$ cat config.mk
export PLATFORM = sky130hd
export DESIGN_NAME = quad_encoder_emulator
export DESIGN_NICKNAME = d
export VERILOG_FILES = /design/src/rtl/qenc_pkg.sv /design/src/rtl/qenc_res_latch.sv /design/src/rtl/qenc_angle_counter.sv /design/src/rtl/qenc_phase_out.sv /design/src/rtl/qenc_index_busy.sv /design/src/rtl/quad_encoder_emulator.sv
export SDC_FILE = /design/constraint.sdc
export NUM_CORES = 1
export LEC_CHECK = 0
export ABC_AREA = 1
export CAP_MARGIN = 20
export CORE_UTILIZATION = 30
export CTS_BUF_LIST = sky130_fd_sc_hd__clkbuf_8
export CTS_CLUSTER_DIAMETER = 120
export DETAILED_ROUTE_END_ITERATION = 8
export GPL_TIMING_DRIVEN = 0
export HOLD_SLACK_MARGIN = 0.05
export SLEW_MARGIN = 20
export SYNTH_ARGS = -nofsm -noshare
export SYNTH_HDL_FRONTEND = slang
export SYNTH_HIERARCHICAL = 1
export SYNTH_SLANG_ARGS = --single-unit
$ cat constraint.sdc
create_clock -name clk -period 3.6 [get_ports clk]
set_input_delay 1.08 -clock clk [delete_from_list [all_inputs] [get_ports clk]]
set_output_delay 1.08 -clock clk [all_outputs]
set_load 0.1 [all_outputs]
$ cat src/rtl/qenc_pkg.sv
// Package: shared types and helpers for the quadrature encoder emulator.
// Assumes the widest resolution is 16 bits and that widths rise by two bits
// per select code, starting at 10 bits.
package qenc_pkg;

    localparam int ANGLE_W       = 16;
    localparam int MIN_RES_BITS  = 10;
    localparam int RES_STEP_BITS = 2;

    typedef enum logic [1:0] {
        RES_10B = 2'b00,
        RES_12B = 2'b01,
        RES_14B = 2'b10,
        RES_16B = 2'b11
    } res_e;

    // Mask that keeps the active bits of the count at a given resolution.
    function automatic logic [ANGLE_W-1:0] res_mask(input res_e r);
        logic [ANGLE_W:0] top_bit;
        top_bit = (ANGLE_W+1)'(1) << (MIN_RES_BITS + RES_STEP_BITS * int'(r));
        return ANGLE_W'(top_bit - (ANGLE_W+1)'(1));
    endfunction

endpackage

$ cat src/rtl/qenc_res_latch.sv
// Module: resolution latch.
// Samples the resolution select on the falling edge of the active-low
// emulation enable and holds it otherwise. The enable is assumed to be
// synchronous to clk. The edge history clears to 0 in reset, so an enable
// that is held low through reset does not count as a falling edge.
module qenc_res_latch
    import qenc_pkg::*;
(
    input  logic clk,
    input  logic rst_n,
    input  logic emu_en_n,
    input  res_e res_sel,
    output res_e res_q
);

    logic en_prev_q;
    logic en_fall;

    // Falling edge of the enable: high last edge, low now.
    assign en_fall = en_prev_q & ~emu_en_n;

    // Keep last enable level for edge detection.
    always_ff @(posedge clk) begin
        if (!rst_n) en_prev_q <= 1'b0;
        else        en_prev_q <= emu_en_n;
    end

    // Capture the select on the enable falling edge; default to 16 bits.
    always_ff @(posedge clk) begin
        if (!rst_n)       res_q <= RES_16B;
        else if (en_fall) res_q <= res_sel;
    end

    // with the enable high at an edge, no capture can happen there.
    p_res_hold_r2: assert property (@(posedge clk) disable iff (!rst_n)
        emu_en_n |=> $stable(res_q));

    // two consecutive low samples mean no edge, so the width holds.
    p_res_steady_r2: assert property (@(posedge clk) disable iff (!rst_n)
        (!emu_en_n && !en_prev_q) |=> $stable(res_q));

endmodule

$ cat src/rtl/qenc_angle_counter.sv
// Module: angle counter.
// Keeps a natural-binary count of ANGLE_W bits and moves it one LSB per
// step strobe, wrapping at the active resolution given by 'mask'. The
// stored value is always read through the mask, so any stale upper bits
// after the width shrinks are never seen by the rest of the block.
module qenc_angle_counter
    import qenc_pkg::*;
(
    input  logic               clk,
    input  logic               rst_n,
    input  logic               step_valid,
    input  logic               step_up,
    input  logic [ANGLE_W-1:0] mask,
    output logic [ANGLE_W-1:0] eff_count
);

    logic [ANGLE_W-1:0] count_q;
    logic [ANGLE_W-1:0] count_inc;
    logic [ANGLE_W-1:0] count_dec;

    // Count as seen at the current width.
    assign eff_count = count_q & mask;

    // Neighbour values, wrapped at the current width.
    always_comb begin
        count_inc = (eff_count + ANGLE_W'(1)) & mask;
        count_dec = (eff_count - ANGLE_W'(1)) & mask;
    end

    // Step the count by one in the strobed direction.
    always_ff @(posedge clk) begin
        if (!rst_n)          count_q <= '0;
        else if (step_valid) count_q <= step_up ? count_inc : count_dec;
    end

    // no strobe, no movement.
    p_hold_r3: assert property (@(posedge clk) disable iff (!rst_n)
        !step_valid |=> $stable(count_q));

    // a strobe always changes the stored count.
    p_move_r3: assert property (@(posedge clk) disable iff (!rst_n)
        step_valid |=> (count_q != $past(count_q)));

    // a stepped value never carries bits above the width in force.
    p_clean_r1: assert property (@(posedge clk) disable iff (!rst_n)
        step_valid |=> ((count_q & ~$past(mask)) == '0));

endmodule

$ cat src/rtl/qenc_phase_out.sv
// Module: quadrature phase driver.
// Registers phases A and B from the two low count bits, A = b1^b0 and
// B = b1, so that up-counting gives A leading B. Both phases are forced
// low while the active-low enable is high. Assumes the count moves by at
// most one per cycle, so that only one phase changes per edge.
module qenc_phase_out (
    input  logic       clk,
    input  logic       rst_n,
    input  logic       emu_en_n,
    input  logic [1:0] low_bits,
    output logic       enc_a,
    output logic       enc_b
);

    logic a_next;
    logic b_next;

    // Two-bit Gray mapping of the count, gated by the enable.
    always_comb begin
        a_next = ~emu_en_n & (low_bits[1] ^ low_bits[0]);
        b_next = ~emu_en_n & low_bits[1];
    end

    // Output registers, so the phases do not glitch.
    always_ff @(posedge clk) begin
        if (!rst_n) begin
            enc_a <= 1'b0;
            enc_b <= 1'b0;
        end else begin
            enc_a <= a_next;
            enc_b <= b_next;
        end
    end

    // disabled emulation drives both phases low.
    p_off_r5: assert property (@(posedge clk) disable iff (!rst_n)
        emu_en_n |=> (!enc_a && !enc_b));

    // while enabled, at most one phase toggles per edge.
    p_gray_r4: assert property (@(posedge clk) disable iff (!rst_n)
        (!emu_en_n && !$past(emu_en_n))
        |=> ($countones({enc_a, enc_b} ^ $past({enc_a, enc_b})) <= 1));

endmodule

$ cat src/rtl/qenc_index_busy.sv
// Module: zero-index / busy pulse generator.
// In index mode the output is a registered zero flag of the count. In busy
// mode a timer is loaded on every step and the output stays high while it
// runs, giving a pulse of BUSY_CYCLES cycles that a new step restarts. The
// timer runs in both modes, so a mode switch shows any pulse in progress.
module qenc_index_busy #(
    parameter int BUSY_CYCLES = 50
) (
    input  logic clk,
    input  logic rst_n,
    input  logic step_valid,
    input  logic idx_mode,
    input  logic at_zero,
    output logic idx_busy
);

    localparam int BUSY_W = $clog2(BUSY_CYCLES + 1);

    logic [BUSY_W-1:0] busy_cnt;
    logic              busy_live;

    assign busy_live = (busy_cnt != '0);

    // Pulse timer: reload on a step, count down to zero otherwise.
    always_ff @(posedge clk) begin
        if (!rst_n)          busy_cnt <= '0;
        else if (step_valid) busy_cnt <= BUSY_W'(BUSY_CYCLES);
        else if (busy_live)  busy_cnt <= busy_cnt - BUSY_W'(1);
    end

    // Shared output register, selected by the mode pin.
    always_ff @(posedge clk) begin
        if (!rst_n) idx_busy <= 1'b0;
        else        idx_busy <= idx_mode ? busy_live : at_zero;
    end

    // every step restarts the full pulse width.
    p_busy_load_r7: assert property (@(posedge clk) disable iff (!rst_n)
        step_valid |=> (busy_cnt == BUSY_W'(BUSY_CYCLES)));

    // a running timer in busy mode shows at the output.
    p_busy_out_r7: assert property (@(posedge clk) disable iff (!rst_n)
        (idx_mode && busy_live) |=> idx_busy);

    // zero angle in index mode raises the flag.
    p_zero_r6: assert property (@(posedge clk) disable iff (!rst_n)
        (!idx_mode && at_zero) |=> idx_busy);

    // any other angle in index mode keeps it low.
    p_nonzero_r6: assert property (@(posedge clk) disable iff (!rst_n)
        (!idx_mode && !at_zero) |=> !idx_busy);

endmodule

$ cat src/rtl/quad_encoder_emulator.sv
// Module: quadrature encoder emulator (top).
// Joins the resolution latch, the angle counter, the phase driver and the
// index/busy generator. All inputs are assumed synchronous to clk. The busy
// pulse width is derived from the clock rate and the wanted pulse length.
module quad_encoder_emulator
    import qenc_pkg::*;
#(
    parameter int CLK_HZ  = 100_000_000,
    parameter int BUSY_NS = 500
) (
    input  logic       clk,
    input  logic       rst_n,
    input  logic       step_valid,
    input  logic       step_up,
    input  logic [1:0] res_sel,
    input  logic       emu_en_n,
    input  logic       idx_mode,
    output logic       enc_a,
    output logic       enc_b,
    output logic       idx_busy
);

    localparam int BUSY_RAW    = (CLK_HZ / 1_000_000) * BUSY_NS / 1000;
    localparam int BUSY_CYCLES = (BUSY_RAW < 1) ? 1 : BUSY_RAW;

    res_e               res_q;
    logic [ANGLE_W-1:0] cur_mask;
    logic [ANGLE_W-1:0] eff_count;
    logic               at_zero;

    // Width in force and zero detection at that width.
    assign cur_mask = res_mask(res_q);
    assign at_zero  = (eff_count == '0);

    qenc_res_latch u_res (
        .clk      (clk),
        .rst_n    (rst_n),
        .emu_en_n (emu_en_n),
        .res_sel  (res_e'(res_sel)),
        .res_q    (res_q)
    );

    qenc_angle_counter u_cnt (
        .clk        (clk),
        .rst_n      (rst_n),
        .step_valid (step_valid),
        .step_up    (step_up),
        .mask       (cur_mask),
        .eff_count  (eff_count)
    );

    qenc_phase_out u_phase (
        .clk      (clk),
        .rst_n    (rst_n),
        .emu_en_n (emu_en_n),
        .low_bits (eff_count[1:0]),
        .enc_a    (enc_a),
        .enc_b    (enc_b)
    );

    qenc_index_busy #(
        .BUSY_CYCLES (BUSY_CYCLES)
    ) u_idx (
        .clk        (clk),
        .rst_n      (rst_n),
        .step_valid (step_valid),
        .idx_mode   (idx_mode),
        .at_zero    (at_zero),
        .idx_busy   (idx_busy)
    );

    // the active width always covers at least the 10 low bits.
    p_mask_floor_r1: assert property (@(posedge clk) disable iff (!rst_n)
        cur_mask[9:0] == 10'h3FF);

    // after a reset edge, the phases and the shared output are low.
    p_reset_out_r8: assert property (@(posedge clk)
        !rst_n |=> (!enc_a && !enc_b && !idx_busy));

endmodule

Yosys cells after proc, flatten, opt, wreduce, memory -nomap -nowiden
Index checks and enable logic that the tools add are counted.
{ "classes": {"addsub": 5, "muxes": 4, "reduce_logical": 4, "eq_ne": 0, "multipliers": 0, "div_mod_pow": 0, "shift": 1, "magnitude_cmp": 0, "n_bitwise": 9} }
{ "ops": {"columns": ["op", "n"], "rows": [
  ["16-bit AND", 3],
  ["16-bit by 1-bit subtractor with 16-bit output, second input constant", 2],
  ["16-bit by 1-bit adder with 16-bit output, second input constant", 1],
  ["16-bit zero test", 1],
  ["16-bit 2-to-1 mux", 1],
  ["1-bit by 5-bit << shifter with 16-bit output, first input constant", 1],
  ["6-bit 2-to-1 mux", 2],
  ["6-bit nonzero test", 1],
  ["6-bit by 1-bit subtractor with 6-bit output, second input constant", 1],
  ["4-bit by 3-bit adder with 5-bit output, first input constant", 1],
  ["1-bit AND", 3],
  ["1-bit inverter", 2],
  ["2-bit nonzero test", 1],
  ["2-bit OR reduction", 1],
  ["1-bit 2-to-1 mux", 1],
  ["1-bit XOR", 1]
]} }
{ "word_totals": {"register_bits": 28, "out_inout_bits": 3, "romBits": 0, "in_bits": 8, "elab_cells": 31, "n_memories": 0, "latch_bits": 0, "ramBits": 0} }

Longest topological paths before layout
Gate-level depths: netlist (run 1).
{ "depth": {"ltp_word": 7, "depth_mapped": 16, "mapped_depth_nobuf": 16} }

By module
The synthesis (run 1) kept the hierarchy.
{ "modules_own_cells": {"columns": ["mod", "instances", "cells_each", "area_per_inst_um2", "seq_area_each_um2"], "rows": [
  ["qenc_angle_counter", 1, 285, 1657.8, 320.3],
  ["qenc_index_busy", 1, 46, 331.6, 140.1],
  ["quad_encoder_emulator", 1, 38, 156.4, 0.0],
  ["qenc_res_latch", 1, 13, 105.1, 60.1],
  ["qenc_phase_out", 1, 11, 76.3, 40.0]
]} }

Least setup slack after synthesis (run 1)
No wires, ideal clock.
{ "synth_timing": {"kind": "input -> register", "startpoint": "in step_up", "endpoint": "reg u_cnt.count_q[15]", "setup_slack_ns": 1.064, "path_buffers": 0, "required_time_ns": 3.530, "arrival_time_ns": 2.466, "setup_time_ns": 0.070, "cell_stages": 11, "path_cell_list": "inv_1 > ha_1 > a21oi_1 > nand2_2 > nand2_1 > nand2_2 > nand2_1 > nand2_1 > nand2_1 > nand3_1 > a21oi_1"} }
{ "synth_between": {"elab_chain_cells": 1} }
{ "synth_rtl": {"columns": ["element", "line_no", "rtl"], "rows": [
  ["start: declaration", "quad_encoder_emulator.sv:14", "input logic step_up,"],
  ["16-bit 2-to-1 mux", "qenc_angle_counter.sv:33", "else if (step_valid) count_q <= step_up ? count_inc : count_dec;"],
  ["end signal: assignment", "qenc_angle_counter.sv:33", null],
  ["end: declaration", "qenc_angle_counter.sv:17", "logic [ANGLE_W-1:0] count_q;"]
]} }
No other way between the ends.
A chain may end at the register's enable or synchronous reset.

Worst setup path in the final report (run 1)
{ "layout_timing": {"startpoint": "in step_up", "endpoint": "reg u_cnt.count_q[11]"} }
Same word-level chain as after synthesis.

==> summary.md, run 1 <==
• **clock tree from TritonCTS** yes
• **root cell of the clock tree** sky130_fd_sc_hd__clkbuf_8
• **count of distinct cell types in the synthesized netlist** 28
• **main combinational cell family by area after synthesis** simple AND/OR/NAND/NOR gates
• **cell area power density** 324 nW/µm²
• **Reg-to-Reg End** u_cnt/count_q[13]$_SDFFE_PN0P_
• **Core Util, Final** 36.1%
• **fraction of layout cells with a size suffix above 1** 7.66%
• **Die Width** 90.1 µm
• **worst hold stages** 1
• **number of design rule violations left after detail routing** 0
• **adder-cell share of the synthesized area** 11.1%
• **status** finished clean
• **wire length of the first global-routing pass** 8890 µm
• **beginning of the worst register-to-register path** u_res/res_q[1]$_SDFFE_PN1P_
• **largest net degree at the start of global routing** 19
• **number of sinks on the clock net** 28
• **simple logic cell fraction of the synthesized area** 35.2%
• **required time of the critical path** 3.80 ns
• **relative slew slack** 35.3%
• **Boundary Pins** 11
• **number of global-route vias before repair** 2,085
• **post-synthesis instance total** 393
• **sequential share of the synthesized area** 24.1%
• **Compound-Gate Fraction of Synth Area** 11.3%
• **data arrival time of the critical path** 3.34 ns
• **Async S/R FF share, synth** 0%
• **class of the tightest hold or removal check** register to register
• **average cell area after synthesis** 5.92 µm²
• **WS Path Type** input port to register
• **post-cts gate resize count** 0
• **final worst path period need** 3.14 ns
• **placer's final routability congestion estimate** 0.798
• **final count of pins violating max slew** 0
• **Crit. End Element** register
• **number of hold-slack violations in the final timing report** 0
• **synthesized area** 2330 µm²
• **maximum VDD drop** 127 µV
• **via count** 2,187
• **average routed wire per standard cell** 9.61 µm
• **type of origin of the critical path** input port
• **Post-CTS Setup Repair Bufs** 0
• **total of hold buffers inserted after clock tree synthesis** 0
• **post-route clock skew** 0.0170 ns
• **fin nets** 447
• **number of buffers on the longest clock path** 2
• **setup repair after global routing missed its margin** no
• **GRT Overall Usage** 13.2%
• **clock-pin slew of the registers on the worst-case setup and hold paths** 0.11 ns
• **number of search-and-repair iterations in the first detailed-routing pass** 4
• **slew at the pin closest to its max-slew limit** 0.968 ns
• **number of enable-type register cells in the synthesized netlist** 0
• **maximum frequency from static timing analysis** 0.319 GHz
• **dominant register cell in the synthesized netlist** sky130_fd_sc_hd__dfxtp_1
• **vias per std cell** 4.23
• **post-route clock period utilization** 87.1%
• **count of buffers inserted at the top-level ports** 10
• **area growth from synthesis to layout** 14.5%
• **commonest non-fill, non-tap cells in the layout** sky130_fd_sc_hd__nand2_1, sky130_fd_sc_hd__inv_1, sky130_fd_sc_hd__dfxtp_1
• **#FFs+latches synth** 28
• **post-synthesis mux area share** 0%
• **xor and xnor fraction of the mapped netlist area** 2.26%
• **number of antenna cells inserted** 0
• **global route overflow** 0
• **Die Outline Area** 8110 µm²
• **Placement Rows** 31
• **Worst Reg2Reg Path Length in Cells** 13
• **most common cell after layout, fill and taps aside** sky130_fd_sc_hd__nand2_1
• **final setup violating endpoints** 0
• **H-tree level count** 1
• **reported max-cap violation count** 0
• **total length of routed wires** 4970 µm
• **HPWL after detailed placement** 4080 µm
• **worst hold endpoint** u_idx/busy_cnt[0]$_SDFFE_PP0P_
• **minimum setup slack among reg-to-reg paths** 1.53 ns
• **CTS buffer count** 3
• **Antenna Nets Post-Route** 0
• **core region area** 7370 µm²
• **largest fanout on the critical path** 18
• **clock latency reported for the late side of the worst-skew pair** 0.28 ns
• **static leakage power** 1.55 nW
• **detailed router's first-iteration violation count** 66
• **height of the die** 90.1 µm
• **initial antenna violation count** 0
• **initial standard-cell utilization of the core** 31.6%
• **Min-Delay Startpoint** u_idx/busy_cnt[0]$_SDFFE_PP0P_
• **synthesis warning total** 6
• **final-layout setup total negative slack** 0 ns
[critical path, cell delays in order]
cell,delay [ns]
sky130_fd_sc_hd__clkdlybuf4s50_1,0.45
sky130_fd_sc_hd__inv_1,0.50
sky130_fd_sc_hd__ha_1,0.39
sky130_fd_sc_hd__a21oi_1,0.19
sky130_fd_sc_hd__nand2_2,0.10
sky130_fd_sc_hd__nand2_1,0.09
sky130_fd_sc_hd__nand2_2,0.09
sky130_fd_sc_hd__nand2_1,0.09
sky130_fd_sc_hd__nand2_1,0.05
sky130_fd_sc_hd__nand2_1,0.05
sky130_fd_sc_hd__nand3_1,0.09
sky130_fd_sc_hd__a21oi_1,0.13
[flip-flops by register name, summed over array words and instances (netlist names)]
name / count
u_res/res_q: 2
u_idx/busy_cnt: 6
u_idx/idx_busy: 1
u_cnt/count_q: 16
u_phase/enc_b: 1
u_phase/enc_a: 1
u_res/en_prev_q: 1
[through the flow]
stage	hold slack, ns	cells	total power, mW	instance area [µm²]	setup slack (ns)
floorplan	0.422	404	0.560	2370	1.06
global placement	0.432	513	0.617	2590	0.243
detailed placement	0.444	513	0.620	2590	0.183
CTS	0.461	517	0.874	2660	0.459
global route	0.483	517	0.932	2660	0.265
finish	0.458	517	0.864	2660	0.464
[layer usage]
layer  up-vias  routed length (µm)  share of wire (%)  track usage, %
met1       942                2640                 53            17.6
met2        20                2190                 44            22.7
met5         -                   0                  0               0
met4         0                  29               0.58            2.02
met3         2                 105                2.1            2.03
li1       1223                   -                  -               -
[Yosys cell counts (3+ instances only)]
cell type                  count  area share (%)
sky130_fd_sc_hd__ha_1         19              10
sky130_fd_sc_hd__xor2_1        5             1.9
sky130_fd_sc_hd__a21oi_2       5             1.9
sky130_fd_sc_hd__a21oi_1      24             5.2
sky130_fd_sc_hd__clkbuf_1      5            0.81
sky130_fd_sc_hd__nand2_1     127              20
sky130_fd_sc_hd__nand3_1      25             5.4
sky130_fd_sc_hd__nand2_2       8             2.2
sky130_fd_sc_hd__inv_2         5            0.81
sky130_fd_sc_hd__nor2_1       21             3.4
sky130_fd_sc_hd__o21ai_0      14             3.0
sky130_fd_sc_hd__inv_1        85              14
sky130_fd_sc_hd__nor3_2        3             1.3
sky130_fd_sc_hd__dfxtp_1      28              24
[worst max path at each step]
stage / start / end / slack [ns]
global placement: step_up / u_cnt/count_q[11]$_SDFFE_PN0P_ / 0.24
finish: step_up / u_cnt/count_q[11]$_SDFFE_PN0P_ / 0.46
global route: step_up / u_cnt/count_q[13]$_SDFFE_PN0P_ / 0.27
detailed placement: step_up / u_cnt/count_q[11]$_SDFFE_PN0P_ / 0.18
CTS: step_up / u_cnt/count_q[11]$_SDFFE_PN0P_ / 0.46
floorplan: step_up / u_cnt/count_q[15]$_SDFFE_PN0P_ / 1.06
[cell families (layout without fill, tap and decap cells)]
group,count (synthesis),count (layout)
AND/OR/NAND/NOR,193,193
XOR/XNOR,6,6
adder cells (fa/ha/maj),20,20
other,1,12
flip-flops,28,28
AO/OA/AOI/OAI,47,47
buffers and inverters,98,112
[power by group]
part	total (mW)	leakage (nW)	internal [mW]	switching, mW
clock network	0.250	0.0357	0.149	0.101
registers	0.349	0.231	0.334	0.0145
logic	0.265	1.28	0.0961	0.169
total	0.864	1.55	0.579	0.284
[area by class of cell]
cell class | count | area (µm²)
clock buffer | 3 | 41.3
buffer | 8 | 33.8
sequential | 28 | 561
tap | 99 | 124
timing repair buffer | 10 | 100
fill | 828 | 4710
clock inverter | 1 | 30.0
multi-input combinational | 278 | 1440
inverter | 90 | 338
No activity file was read; power rests on OpenSTA's default activity.
==> inputs of run 2 (changes only) <==
--- a/config.mk
+++ b/config.mk
@@ -9,7 +9,7 @@
 export CAP_MARGIN = 20
 export CORE_UTILIZATION = 30
 export CTS_BUF_LIST = sky130_fd_sc_hd__clkbuf_8
-export CTS_CLUSTER_DIAMETER = 120
+export CTS_CLUSTER_DIAMETER = 40
 export DETAILED_ROUTE_END_ITERATION = 8
 export GPL_TIMING_DRIVEN = 0
 export HOLD_SLACK_MARGIN = 0.05
==> constraint.sdc (replaced) <==
create_clock -name clk -period 2.95 [get_ports clk]
set_input_delay 0.885 -clock clk [delete_from_list [all_inputs] [get_ports clk]]
set_output_delay 0.885 -clock clk [all_outputs]
set_load 0.005 [all_outputs]
==> run 2 against run 1 <==
Compared with the run above: cell count is 0.19% higher; routed wire length increased by 0.93%; sequential share of layout area fell by 0.19 points; sequential power is 22% higher; first-iteration DRC count rose by 24%; total power up 21%; clock skew about the same; critical path depth is 1 higher; combinational power up 17%; critical endpoint unchanged.
==> summary.md, run 2 (synthesis gave the netlist of run 1 again) <==
• **H-tree level count** 1, unchanged
• **maximum frequency from static timing analysis** 0.354 GHz
• **internal power** 710 µW, +23%
• **slew at the pin closest to its max-slew limit** 0.614 ns, -0.354 ns
• **largest fanout on the critical path** 18, unchanged
• **clock latency reported for the late side of the worst-skew pair** 0.28 ns, about the same
• **area growth from synthesis to layout** 15.5%
• **number of design rule violations left after detail routing** 0, unchanged
• **CP startpoint** step_up
• **WS Path Type** input port to register
• **Antenna Nets Post-Route** 0, unchanged
• **fraction of layout cells with a size suffix above 1** 8.11%, +0.46 points
• **GRT Overall Usage** 13.2%, unchanged
• **minimum setup slack among reg-to-reg paths** 0.89 ns, -0.64 ns
• **dpl cells** 513, unchanged
• **Worst Reg2Reg Path Length in Cells** 13, unchanged
• **met1 Track Usage GR** 17.6%, unchanged
• **vias per std cell** 4.25, +0.45%
• **number of antenna cells inserted** 0, unchanged
• **total length of routed wires** 5020 µm, +0.93%
• **wire length of the first global-routing pass** 8890 µm, unchanged
• **final setup violating endpoints** 0, unchanged
• **final worst path period need** 2.83 ns
• **static leakage power** 1.55 nW, +0.27%
• **clock tree from TritonCTS** yes
• **maximum VDD drop** 155 µV, +22%
• **detailed router's first-iteration violation count** 82, +24%
• **initial antenna violation count** 0, unchanged
• **Pwr Total** 1.04 mW, +21%
• **most common cell after layout, fill and taps aside** sky130_fd_sc_hd__nand2_1
• **data arrival time of the critical path** 3.03 ns, -0.31 ns
• **fraction of power spent switching nets** 31.9%, -1.0 points
• **HPWL after detailed placement** 4080 µm, unchanged
• **part of the total power dissipated in the clock network** 29.3%, +0.3 points
• **post-route clock period utilization** 95.8%
• **share of power burned in registers** 40.8%, +0.4 points
• **largest net degree at the start of global routing** 19, unchanged
• **relative slew slack** 58.9%, +24 points
• **final-layout setup total negative slack** 0 ns, unchanged
• **portion of total power attributed to combinational logic** 29.8%, -0.9 points
• **switching power summed over all nets** 332 µW, +17%
• **global-route layer with the greatest usage** met2
• **height of the die** 90.1 µm, unchanged
• **number of buffers on the longest clock path** 2, unchanged
• **required time of the critical path** 3.15 ns, -0.65 ns
• **met3 layer usage reported by global route** 2.03%, unchanged
• **Die Outline Area** 8110 µm², unchanged
• **number of sinks on the clock net** 28, unchanged
• **via count** 2,201, +0.64%
• **status** finished clean
• **number of hold-slack violations in the final timing report** 0, unchanged
• **reported max-cap violation count** 0, unchanged
• **least setup slack across all paths after layout** 0.122 ns, -0.341 ns
• **root cell of the clock tree** sky130_fd_sc_hd__clkbuf_8
• **CTS buffer count** 3, unchanged
• **placer's final routability congestion estimate** 0.798, unchanged
• **cell area power density** 388 nW/µm², +20%
• **Die Width** 90.1 µm, unchanged
• **count of buffers inserted at the top-level ports** 10, unchanged
• **pre-CTS setup slack** -0.272 ns, -0.455 ns
• **Crit. End Element** register
• **Reg-to-Reg End** u_cnt/count_q[13]$_SDFFE_PN0P_
• **commonest non-fill, non-tap cells in the layout** sky130_fd_sc_hd__nand2_1, sky130_fd_sc_hd__inv_1, sky130_fd_sc_hd__dfxtp_1
• **Placement Rows** 31, unchanged
• **post-route clock skew** 0.0171 ns, +0.0000708 ns
• **total of hold buffers inserted after clock tree synthesis** 0, unchanged
• **core region area** 7370 µm², unchanged
• **type of origin of the critical path** input port
• **Worst setup endpoint** u_cnt/count_q[11]$_SDFFE_PN0P_
• **Boundary Pins** 11, unchanged
• **initial standard-cell utilization of the core** 31.6%, unchanged
• **clock-pin slew of the registers on the worst-case setup and hold paths** 0.11 ns, about the same
• **largest reg by FF count** u_cnt/count_q
• **global route overflow** 0, unchanged
• **number of search-and-repair iterations in the first detailed-routing pass** 6, +2
• **final count of pins violating max slew** 0, unchanged
• **beginning of the worst register-to-register path** u_res/res_q[1]$_SDFFE_PN1P_
• **number of standard cells in the layout, taps in and fillers out** 518, +0.19%
• **number of global-route vias before repair** 2,085, unchanged
• **average routed wire per standard cell** 9.68 µm, +0.73%
• **met2 routing resource usage after global routing** 22.7%, unchanged
• **flip-flop count of the largest register, all copies and words added** 16, unchanged
• **fin nets** 448, +0.22%
• **registers with the highest flip-flop counts** u_cnt/count_q: 16 flops, u_idx/busy_cnt: 6 flops, u_res/res_q: 2 flops
• **class of the tightest hold or removal check** register to register
## run 2: layer usage
metal  wire [µm]  up-vias
met4          29        0
li1            -     1227
met2        2220       19
met5           0        -
met1        2670      953
met3         102        2
## run 2: worst max-delay path, stage by stage
cell                              delay (ns)
sky130_fd_sc_hd__clkdlybuf4s50_1        0.56
sky130_fd_sc_hd__clkinvlp_4             0.14
sky130_fd_sc_hd__buf_12                 0.17
sky130_fd_sc_hd__ha_1                   0.35
sky130_fd_sc_hd__a21oi_1                0.20
sky130_fd_sc_hd__nand2_2                0.11
sky130_fd_sc_hd__nand2_1                0.09
sky130_fd_sc_hd__nand2_2                0.09
sky130_fd_sc_hd__nand2_1                0.09
sky130_fd_sc_hd__nand2_1                0.05
sky130_fd_sc_hd__nand2_1                0.06
sky130_fd_sc_hd__nand3_1                0.09
sky130_fd_sc_hd__a21oi_1                0.13
## run 2: power by group through the flow
stage	clock network [mW]	registers [mW]	logic, mW
after global routing	0.332	0.430	0.363
after detailed placement	0	0.434	0.306
final	0.306	0.426	0.311
after floorplan	0	0.431	0.236
after global placement	0	0.434	0.302
after CTS	0.316	0.426	0.308
## run 2: final cells by class
cell class / count / area (µm²)
Timing Repair Buffer: 11 / 120
Clock buffer: 3 / 41.3
Tap cell: 99 / 124
Buffer: 8 / 33.8
Multi-Input combinational cell: 278 / 1440
Sequential cell: 28 / 561
Inverter: 90 / 342
Clock inverter: 1 / 30.0
Fill cell: 824 / 4680
## run 2: through the flow
stage	instance area, µm²	util [%]	hold slack (ns)
after floorplan	2370	-	0.422
after global placement	2590	35.2	0.432
after detailed placement	2590	35.2	0.444
after CTS	2660	36.1	0.461
after global routing	2690	36.5	0.483
final	2690	36.5	0.459
## run 2: worst min-delay path by stage
stage	startpoint	to	slack, ns	cells after the start
2_1_floorplan	u_idx/busy_cnt[0]$_SDFFE_PP0P_	u_idx/busy_cnt[0]$_SDFFE_PP0P_	0.42	1
3_5_place_dp	u_idx/busy_cnt[0]$_SDFFE_PP0P_	u_idx/busy_cnt[0]$_SDFFE_PP0P_	0.44	1
3_3_place_gp	u_idx/busy_cnt[0]$_SDFFE_PP0P_	u_idx/busy_cnt[0]$_SDFFE_PP0P_	0.43	1
4_1_cts	u_idx/busy_cnt[0]$_SDFFE_PP0P_	u_idx/busy_cnt[0]$_SDFFE_PP0P_	0.46	1
5_1_grt	u_cnt/count_q[11]$_SDFFE_PN0P_	u_cnt/count_q[11]$_SDFFE_PN0P_	0.48	2
6_report	u_idx/busy_cnt[0]$_SDFFE_PP0P_	u_idx/busy_cnt[0]$_SDFFE_PP0P_	0.46	1
## run 2: what timing repair did
item                                    in CTS  in global routing
buffers inserted                             0                  1
endpoints found under the setup margin       0                 11
resized for setup                            0                  1
==> inputs of run 3 (changes only) <==
--- a/config.mk
+++ b/config.mk
@@ -8,11 +8,11 @@
 export ABC_AREA = 1
 export CAP_MARGIN = 20
 export CORE_UTILIZATION = 30
-export CTS_BUF_LIST = sky130_fd_sc_hd__clkbuf_8
 export CTS_CLUSTER_DIAMETER = 40
 export DETAILED_ROUTE_END_ITERATION = 8
 export GPL_TIMING_DRIVEN = 0
 export HOLD_SLACK_MARGIN = 0.05
+export SKIP_LAST_GASP = 1
 export SLEW_MARGIN = 20
 export SYNTH_ARGS = -nofsm -noshare
 export SYNTH_HDL_FRONTEND = slang
==> results of run 3 <==
Same layout as run 2: the final DEF is identical, and so are final timing and power.
